### config.mk
export PLATFORM = sky130hd
export DESIGN_NAME = prio_preempt_arb
export DESIGN_NICKNAME = d
export VERILOG_FILES = /design/src/rtl/ppa_pkg.sv /design/src/rtl/ppa_split.sv /design/src/rtl/ppa_age.sv /design/src/rtl/ppa_select.sv /design/src/rtl/ppa_stack.sv /design/src/rtl/prio_preempt_arb.sv
export SDC_FILE = /design/constraint.sdc
export NUM_CORES = 2
export LEC_CHECK = 0
export BUFFER_PORTS_ARGS = -buffer_cell sky130_fd_sc_hd__buf_2
export CAP_MARGIN = 10
export CORE_ASPECT_RATIO = 1.25
export CORE_UTILIZATION = 55
export CTS_CLUSTER_SIZE = 25
export DETAILED_ROUTE_END_ITERATION = 10
export PLACE_DENSITY_LB_ADDON = 0.12
export REMOVE_ABC_BUFFERS = 1
export SYNTH_ARGS = -nofsm -noshare
export SYNTH_HDL_FRONTEND = slang
export SYNTH_HIERARCHICAL = 1
export SYNTH_SLANG_ARGS = --single-unit
### constraint.sdc
create_clock -name clk -period 281.6 [get_ports clk]
set_input_delay 42.24 -clock clk [delete_from_list [all_inputs] [get_ports clk]]
set_output_delay 42.24 -clock clk [all_outputs]
set_load 0.05 [all_outputs]
### src/rtl/ppa_pkg.sv
package ppa_pkg;
  // Group codes, named by the number of preemption bits they select
  typedef enum logic [2:0] {
    GRP_P0 = 3'd7,
    GRP_P1 = 3'd6,
    GRP_P2 = 3'd5,
    GRP_P3 = 3'd4,
    GRP_P4 = 3'd3
  } grp_code_e;
endpackage

### src/rtl/ppa_split.sv
// Turns the group code into a mask that keeps the preemption bits (MSBs)
module ppa_split #(
  parameter int PRIO_W = 4
) (
  input  logic [2:0]        grp_sel,
  output logic [PRIO_W-1:0] pre_mask
);
  import ppa_pkg::*;

  int pb;

  always_comb begin
    case (grp_sel)
      GRP_P1:  pb = 1;
      GRP_P2:  pb = 2;
      GRP_P3:  pb = 3;
      GRP_P4:  pb = 4;
      default: pb = 0;   // codes outside 3..7 act as 0 preemption bits
    endcase
    if (pb > PRIO_W) pb = PRIO_W;
    for (int i = 0; i < PRIO_W; i++)
      pre_mask[i] = (i >= PRIO_W - pb);
  end
endmodule

### src/rtl/ppa_age.sv
// Per-line saturating wait counters for the arrival-order tie break
module ppa_age #(
  parameter int N_LINES = 82,
  parameter int AGE_W   = 4
) (
  input  logic                     clk,
  input  logic                     rst,
  input  logic [N_LINES-1:0]       live,
  output logic [N_LINES*AGE_W-1:0] age
);
  localparam logic [AGE_W-1:0] AGE_MAX = '1;

  for (genvar i = 0; i < N_LINES; i++) begin : g_cnt
    logic [AGE_W-1:0] cnt_q;
    always_ff @(posedge clk) begin
      if (rst || !live[i]) cnt_q <= '0;
      else if (cnt_q != AGE_MAX) cnt_q <= cnt_q + 1'b1;
    end
    assign age[i*AGE_W +: AGE_W] = cnt_q;
  end
endmodule

### src/rtl/ppa_select.sv
// Picks the best eligible line: lowest priority, then oldest, then lowest index
module ppa_select #(
  parameter int N_LINES = 82,
  parameter int PRIO_W  = 4,
  parameter int AGE_W   = 4,
  parameter int IDX_W   = $clog2(N_LINES)
) (
  input  logic [N_LINES-1:0]        elig,
  input  logic [N_LINES*PRIO_W-1:0] prio,
  input  logic [N_LINES*AGE_W-1:0]  age,
  output logic                      found,
  output logic [IDX_W-1:0]          win_idx,
  output logic [PRIO_W-1:0]         win_prio
);
  logic [AGE_W-1:0] win_age;

  always_comb begin
    found    = 1'b0;
    win_idx  = '0;
    win_prio = '0;
    win_age  = '0;
    // scanning upward with strict compares leaves full ties to the lower index
    for (int i = 0; i < N_LINES; i++) begin
      if (elig[i]) begin
        if (!found ||
            prio[i*PRIO_W +: PRIO_W] < win_prio ||
            (prio[i*PRIO_W +: PRIO_W] == win_prio &&
             age[i*AGE_W +: AGE_W] > win_age)) begin
          found    = 1'b1;
          win_idx  = IDX_W'(i);
          win_prio = prio[i*PRIO_W +: PRIO_W];
          win_age  = age[i*AGE_W +: AGE_W];
        end
      end
    end
  end
endmodule

### src/rtl/ppa_stack.sv
// Stack of nested preemption levels; exposes its next state for lookahead
module ppa_stack #(
  parameter int DEPTH  = 16,
  parameter int PRIO_W = 4,
  localparam int CNT_W = $clog2(DEPTH + 1),
  localparam int AW    = (DEPTH > 1) ? $clog2(DEPTH) : 1
) (
  input  logic              clk,
  input  logic              rst,
  input  logic              push,
  input  logic [PRIO_W-1:0] push_val,
  input  logic              pop,
  output logic [CNT_W-1:0]  nxt_cnt,
  output logic [PRIO_W-1:0] nxt_top,
  output logic              nxt_full
);
  logic [PRIO_W-1:0] mem [DEPTH];
  logic [CNT_W-1:0]  cnt_q, base;
  logic              do_pop, do_push;
  logic [AW-1:0]     wr_idx, rd_idx;

  always_comb begin
    do_pop   = pop && (cnt_q != '0);
    base     = cnt_q - CNT_W'(do_pop);
    do_push  = push && (base < CNT_W'(DEPTH));
    nxt_cnt  = base + CNT_W'(do_push);
    wr_idx   = AW'(base);
    rd_idx   = AW'(nxt_cnt - 1'b1);
    nxt_full = (nxt_cnt == CNT_W'(DEPTH));
    if (do_push)             nxt_top = push_val;
    else if (nxt_cnt == '0)  nxt_top = '0;
    else                     nxt_top = mem[rd_idx];
  end

  always_ff @(posedge clk) begin
    if (rst) cnt_q <= '0;
    else     cnt_q <= nxt_cnt;
  end

  always_ff @(posedge clk) begin
    if (do_push) mem[wr_idx] <= push_val;
  end
endmodule

### src/rtl/prio_preempt_arb.sv
module prio_preempt_arb #(
  parameter int N_LINES = 82,
  parameter int PRIO_W  = 4,
  parameter int AGE_W   = 4,
  localparam int IDX_W  = $clog2(N_LINES),
  localparam int DEPTH  = 1 << PRIO_W,
  localparam int CNT_W  = $clog2(DEPTH + 1)
) (
  input  logic                      clk,
  input  logic                      rst,
  input  logic [2:0]                grp_sel,
  input  logic [N_LINES-1:0]        line_en,
  input  logic [N_LINES-1:0]        line_pend,
  input  logic [N_LINES*PRIO_W-1:0] line_prio,
  input  logic                      take_ack,
  input  logic                      handler_done,
  output logic                      req_valid,
  output logic [IDX_W-1:0]          req_line,
  output logic [PRIO_W-1:0]         req_prio,
  output logic                      active,
  output logic [PRIO_W-1:0]         run_level
);
  logic [PRIO_W-1:0]        pre_mask;
  logic [N_LINES-1:0]       live, elig;
  logic [N_LINES*AGE_W-1:0] age;
  logic [CNT_W-1:0]         nxt_cnt;
  logic [PRIO_W-1:0]        nxt_top;
  logic                     nxt_full;
  logic                     found;
  logic [IDX_W-1:0]         win_idx;
  logic [PRIO_W-1:0]        win_prio;
  logic [PRIO_W-1:0]        req_pre;

  assign live = line_en & line_pend;

  ppa_split #(.PRIO_W(PRIO_W)) u_split (
    .grp_sel (grp_sel),
    .pre_mask(pre_mask)
  );

  ppa_age #(.N_LINES(N_LINES), .AGE_W(AGE_W)) u_age (
    .clk (clk),
    .rst (rst),
    .live(live),
    .age (age)
  );

  ppa_stack #(.DEPTH(DEPTH), .PRIO_W(PRIO_W)) u_stack (
    .clk     (clk),
    .rst     (rst),
    .push    (take_ack && req_valid),
    .push_val(req_pre),
    .pop     (handler_done),
    .nxt_cnt (nxt_cnt),
    .nxt_top (nxt_top),
    .nxt_full(nxt_full)
  );

  // preemption test uses the level after this cycle's push/pop
  for (genvar i = 0; i < N_LINES; i++) begin : g_elig
    logic [PRIO_W-1:0] ap;
    assign ap      = line_prio[i*PRIO_W +: PRIO_W] & pre_mask;
    assign elig[i] = live[i] && !nxt_full && ((nxt_cnt == '0) || (ap < nxt_top));
  end

  ppa_select #(.N_LINES(N_LINES), .PRIO_W(PRIO_W), .AGE_W(AGE_W), .IDX_W(IDX_W)) u_sel (
    .elig    (elig),
    .prio    (line_prio),
    .age     (age),
    .found   (found),
    .win_idx (win_idx),
    .win_prio(win_prio)
  );

  always_ff @(posedge clk) begin
    if (rst) begin
      req_valid <= 1'b0;
      req_line  <= '0;
      req_prio  <= '0;
      req_pre   <= '0;
      active    <= 1'b0;
      run_level <= '0;
    end else begin
      req_valid <= found;
      req_line  <= win_idx;
      req_prio  <= win_prio;
      req_pre   <= win_prio & pre_mask;
      active    <= (nxt_cnt != '0);
      run_level <= (nxt_cnt != '0) ? nxt_top : '0;
    end
  end
endmodule

; ---- After elaboration in Yosys (flattened, before gate mapping)
; Memories as Yosys holds them, arrays and structs flattened.
; Index checks and enable logic that the tools add are counted.
[word_totals]
regBits = 354
mem_bits_rw = 64
in_bits = 499
out_inout_bits = 17
elab_cells = 2076
memories = 1
[op_classes]
n_addsub = 86
order_cmp = 250
eq_ne = 168
muxes = 655
bitwise = 85
n_reduce_logical = 742
[memory_table]
columns = memory, words, word_bits, rd, rd_clocked_by_memory_dff, write_ports, line_no
row1 = u_stack.mem, 16, 4, 1, 0, 1, ppa_stack.sv:17  ; logic [PRIO_W-1:0] mem [DEPTH];
[op_table]
columns = operator, n
row1 = 4-bit 2-to-1 mux, 326
row2 = 7-bit 2-to-1 mux, 161
row3 = 4-bit < comparator, 163
row4 = 4-bit bitwise AND, 83
row5 = "4-bit by 1-bit adder with 4-bit output, second input constant", 82
row6 = "4-bit != test, second input constant", 82
row7 = 1-bit logical OR, 326
row8 = 4-bit == test, 81
row9 = 4-bit > comparator, 81
row10 = 1-bit logical AND, 248
row11 = 1-bit 2-to-1 mux, 166
row12 = 1-bit logical NOT, 164
row13 = 82-bit bitwise AND, 1
row14 = "3-bit by 32-bit greater-or-equal comparator with 1-bit output, first input constant", 2
row15 = "1-bit by 32-bit greater-or-equal comparator with 1-bit output, first input constant", 1
row16 = "2-bit by 32-bit greater-or-equal comparator with 1-bit output, first input constant", 1
row17 = 3-bit case mux with 4 select lines, 1
row18 = 5-bit nonzero test, 2
row19 = "3-bit == test, second input constant", 3
row20 = 5-bit by 1-bit adder with 5-bit output, 1
row21 = "5-bit == test, second input constant", 1
row22 = 5-bit logical NOT, 1
row23 = "5-bit < comparator, second input constant", 1
row24 = 5-bit by 1-bit subtractor with 5-bit output, 1
row25 = other kinds (7), 7

; ---- Longest topological paths before layout
; An unclocked memory read counts as a cell.
[logic_depth]
word_depth = 420
depth_mapped = 850

; ---- By module
; The synthesis kept the hierarchy.
[by_module_without_submodules]
columns = module, instances, cells_per_inst, area_each_um2, seq_area_each_um2
row1 = ppa_select, 1, 4249, 29109.2, 0.0
row2 = ppa_age, 1, 1585, 17041.3, 6566.3
row3 = prio_preempt_arb, 1, 1433, 9719.3, 420.4
row4 = ppa_stack, 1, 178, 3037.9, 2021.9
row5 = ppa_split, 1, 15, 116.4, 0.0

; ---- Worst setup path after synthesis
; OpenSTA, ideal clock, no wires.
[synth_timing]
kind = input-to-reg
start = in handler_done
end = reg req_line[5]
setup_ps = 66
arrival_ps = 186366
t_required_ps = 281534
slack_ps = 95168
path_stages = 781
path_buffers = 69
path_cell_list = a21boi_0 ha_1 ha_1 nand2_1 xor2_1 and2_1 clkbuf_1 ha_1 buf_2 buf_2 inv_1 ha_1 buf_1 clkbuf_1 mux4_2 mux2i_1 mux2i_1 a22o_1 [... 745 more ...] o21ai_0 nand2b_1 a21oi_1 nor2_1 o31ai_1 dlygate4sd1_1 a21o_1 ha_1 nor2b_1 o21ai_0 nand2b_1 a21oi_1 o22ai_1 o21ai_0 and2_1 and3_1 o211a_1 nor2b_1
[synth_rtl]
columns = element, line_no
row1 = start: declaration, prio_preempt_arb.sv:16  ; input logic handler_done,
row2 = end signal: assignment, prio_preempt_arb.sv:85  ; req_line <= win_idx;
row3 = end: declaration, prio_preempt_arb.sv:18  ; output logic [IDX_W-1:0] req_line,

==> results.sh <==
export IMPL_first_global_vias=54700
export IMPL_vias=58100
export IMPL_fin_skew_ns=0.0323
export IMPL_period_minus_slack_ns=204.55
export IMPL_critPathTopFamily="compound AO/OA/AOI/OAI gates"
export IMPL_critical_path_buf_inv_count=75
export IMPL_ys_types=140
export IMPL_slew_headroom_pct=20.0
export IMPL_drive_gt1_share_pct=16.6
export IMPL_ys_warnings_count=6
export IMPL_io_pins=516
export IMPL_clk_pin_slew_ns=0.06
export IMPL_area_growth_pct=9.80
export IMPL_synth_top_flop_cell="dfxtp_1"
export IMPL_startpoint_type="primary input"
export IMPL_overflow=0
export IMPL_dieArea_um2=109000
export IMPL_cp_arrival_ns=205.10
export IMPL_viasPerCell=6.19
export IMPL_grt_max_degree=127
export IMPL_die_h_um=368
export IMPL_clockBufferDepth=3
export IMPL_synth_edf_count=64
export IMPL_drv_cap=0
export IMPL_num_rows=134
export IMPL_grt_setup_unrepaired="no"
export IMPL_drc=0
export IMPL_dp_hpwl_um=146000
export IMPL_synth_cells=7460
export IMPL_post_cts_resized=0
export IMPL_layout_commonest_cell="ha_1"
export IMPL_final_cell_mix="ha_1, inv_1, nand2_1"
export IMPL_status="finished clean"
export IMPL_synth_area_um2=59000
export IMPL_regArea_um2=9010
export IMPL_worstSetupEndpointType="register"
export IMPL_io_buffers=515
export IMPL_ctsHoldBuffers=0
export IMPL_die_w_um=295
export IMPL_worst_path_max_fanout=21
export IMPL_post_route_period_util_pct=72.6
export IMPL_core_um2=107000
export IMPL_max_freq_ghz=0.00489
export IMPL_multiInputGateArea_um2=46600
export IMPL_setup_tns_ns=0
export IMPL_setup_ws_ns=77.05
export IMPL_crit_required_ns=282.15
export IMPL_hold_path_class="reg -> reg"
export IMPL_setup_violations=0
export IMPL_gp_congestion=0.990
export IMPL_h_tree_depth=2
export IMPL_wl_per_cell_um=19.8
export IMPL_cts_tree="done"
export IMPL_tightest_slew_ns=1.20
export IMPL_finalHoldViolCount=0
export IMPL_synth_avg_cell_area_um2=7.91
export IMPL_grt_antenna_before_repair=43
export IMPL_track_usage_pct=32.7
export IMPL_cts_buffers=50
export IMPL_synth_seq_cells=418
export IMPL_path_common_cell="ha_1"
export IMPL_max_stage_delay_ns=0.92
export IMPL_post_cts_setup_buffer_count=0
export IMPL_clock_sinks=418
export IMPL_clock_root_buffer="clkbuf_16"
export IMPL_wirelength_um=185000
export IMPL_dpl_worst_slack_ns=77.80
export IMPL_yosysSeqAreaShare_pct=15.3
export IMPL_drtAntennaViolNets=0
export IMPL_critical_path_class="in -> reg"
export IMPL_path_depth=870
export IMPL_fillers=9803
export IMPL_clock_latency_ns=0.68
export IMPL_grt_pass1_wl_um=287000
export IMPL_finalMaxSlewViolations=0
export IMPL_synth_async_sr_flop_share_pct=0
export IMPL_min_path_cells=2
export IMPL_drt_iter0_markers=3696
export IMPL_first_pass_iters=10
export IMPL_slowest_stage="a21oi_1"
export IMPL_floorplan_initialDensity_pct=55.4
export IMPL_rr_worst_depth=728
export IMPL_nets=9296
## routing by layer
metal / track usage (%) / wire, µm / vias up
met1: 38.4 / 75500 / 27300
met5: 0 / 207 / -
met2: 57.5 / 88200 / 1813
met3: 5.27 / 12300 / 496
met4: 15.4 / 9120 / 34
li1: - / - / 28500
## logic make-up (layout without fill, tap and decap cells)
| family | Yosys count | in the layout | share of synthesized area (%) |
|---|---|---|---|
| multiplexers | 425 | 425 | 8.03 |
| other | 0 | 21 | 0 |
| AO/OA/AOI/OAI | 1910 | 1910 | 22.0 |
| XOR/XNOR | 46 | 46 | 0.772 |
| AND/OR/NAND/NOR | 2852 | 2852 | 28.5 |
| flip-flops | 418 | 418 | 15.3 |
| buffers and inverters | 887 | 1352 | 5.92 |
| adder cells (fa/ha/maj) | 922 | 922 | 19.5 |
## metrics by stage
step | std cells | hold slack (ns) | cell area (µm²) | util (%)
after floorplan | 7270 | 0.500 | 58100 | -
after global routing | 9362 | 0.573 | 64800 | 60.7
after global placement | 9257 | 0.540 | 62900 | 59.0
after CTS | 9349 | 0.554 | 64700 | 60.7
after detailed placement | 9257 | 0.546 | 62900 | 59.0
final | 9374 | 0.551 | 64800 | 60.8
## synth_stat cells (all sizes together) (26+ instances only)
cell	instances	area [µm²]
mux2	206	2330
and3	69	437
nand2b	133	1410
nand3b	173	1300
a21oi	354	1790
and3b	88	771
a211oi	121	1290
nand3	340	1750
xnor2	26	280
and4b	85	851
a31o	95	832
dfxtp	354	7090
o21ai	462	2320
o22ai	30	201
and4	31	272
a21o	88	661
o21a	150	1130
or2	32	200
clkbuf	129	488
nor2b	126	788
edfxtp	64	1920
nor2	450	1690
mux2i	203	2050
ha	912	11400
inv	695	2610
a31oi	251	1590
buf	59	362
and2	384	2400
nor3	132	1050
nand4	160	1000
o211ai	131	1010
nand2	547	2060
## layout make-up
class	count	area share, %
Clock buffer	56	2.03
Inverter	697	4.05
Antenna cell	21	0.0811
Timing Repair Buffer	563	4.55
Multi-Input combinational cell	6155	71.9
Tap cell	1428	2.76
Sequential cell	418	13.9
Clock inverter	36	0.722
## worst min-delay path: cells and delay by family, from the launching register on
kind | cells | cell delay, ns
flops | 1 | 0.35
simple gates | 1 | 0.10
compound gates | 1 | 0.06
## flip-flops by register name (all words and copies together), names as in the netlist
signal             count
active                 1
req_line               7
req_pre                4
req_prio               4
req_valid              1
run_level              4
u_age/g_cnt.cnt_q    328
u_stack/cnt_q          5
u_stack/mem           64
## worst paths after layout
kind | startpoint | to | slack, ns
max | handler_done | req_pre[3] | 77.05
min | u_age/g_cnt[31].cnt_q[0] | u_age/g_cnt[31].cnt_q[0] | 0.55
max reg2reg | u_stack/cnt_q[2] | req_pre[3] | 118.19
min reg2reg | u_age/g_cnt[31].cnt_q[0] | u_age/g_cnt[31].cnt_q[0] | 0.55
Power is left out: the tool's default activity adds up to more than one toggle a clock period on the data nets, which glitch-free logic cannot reach.
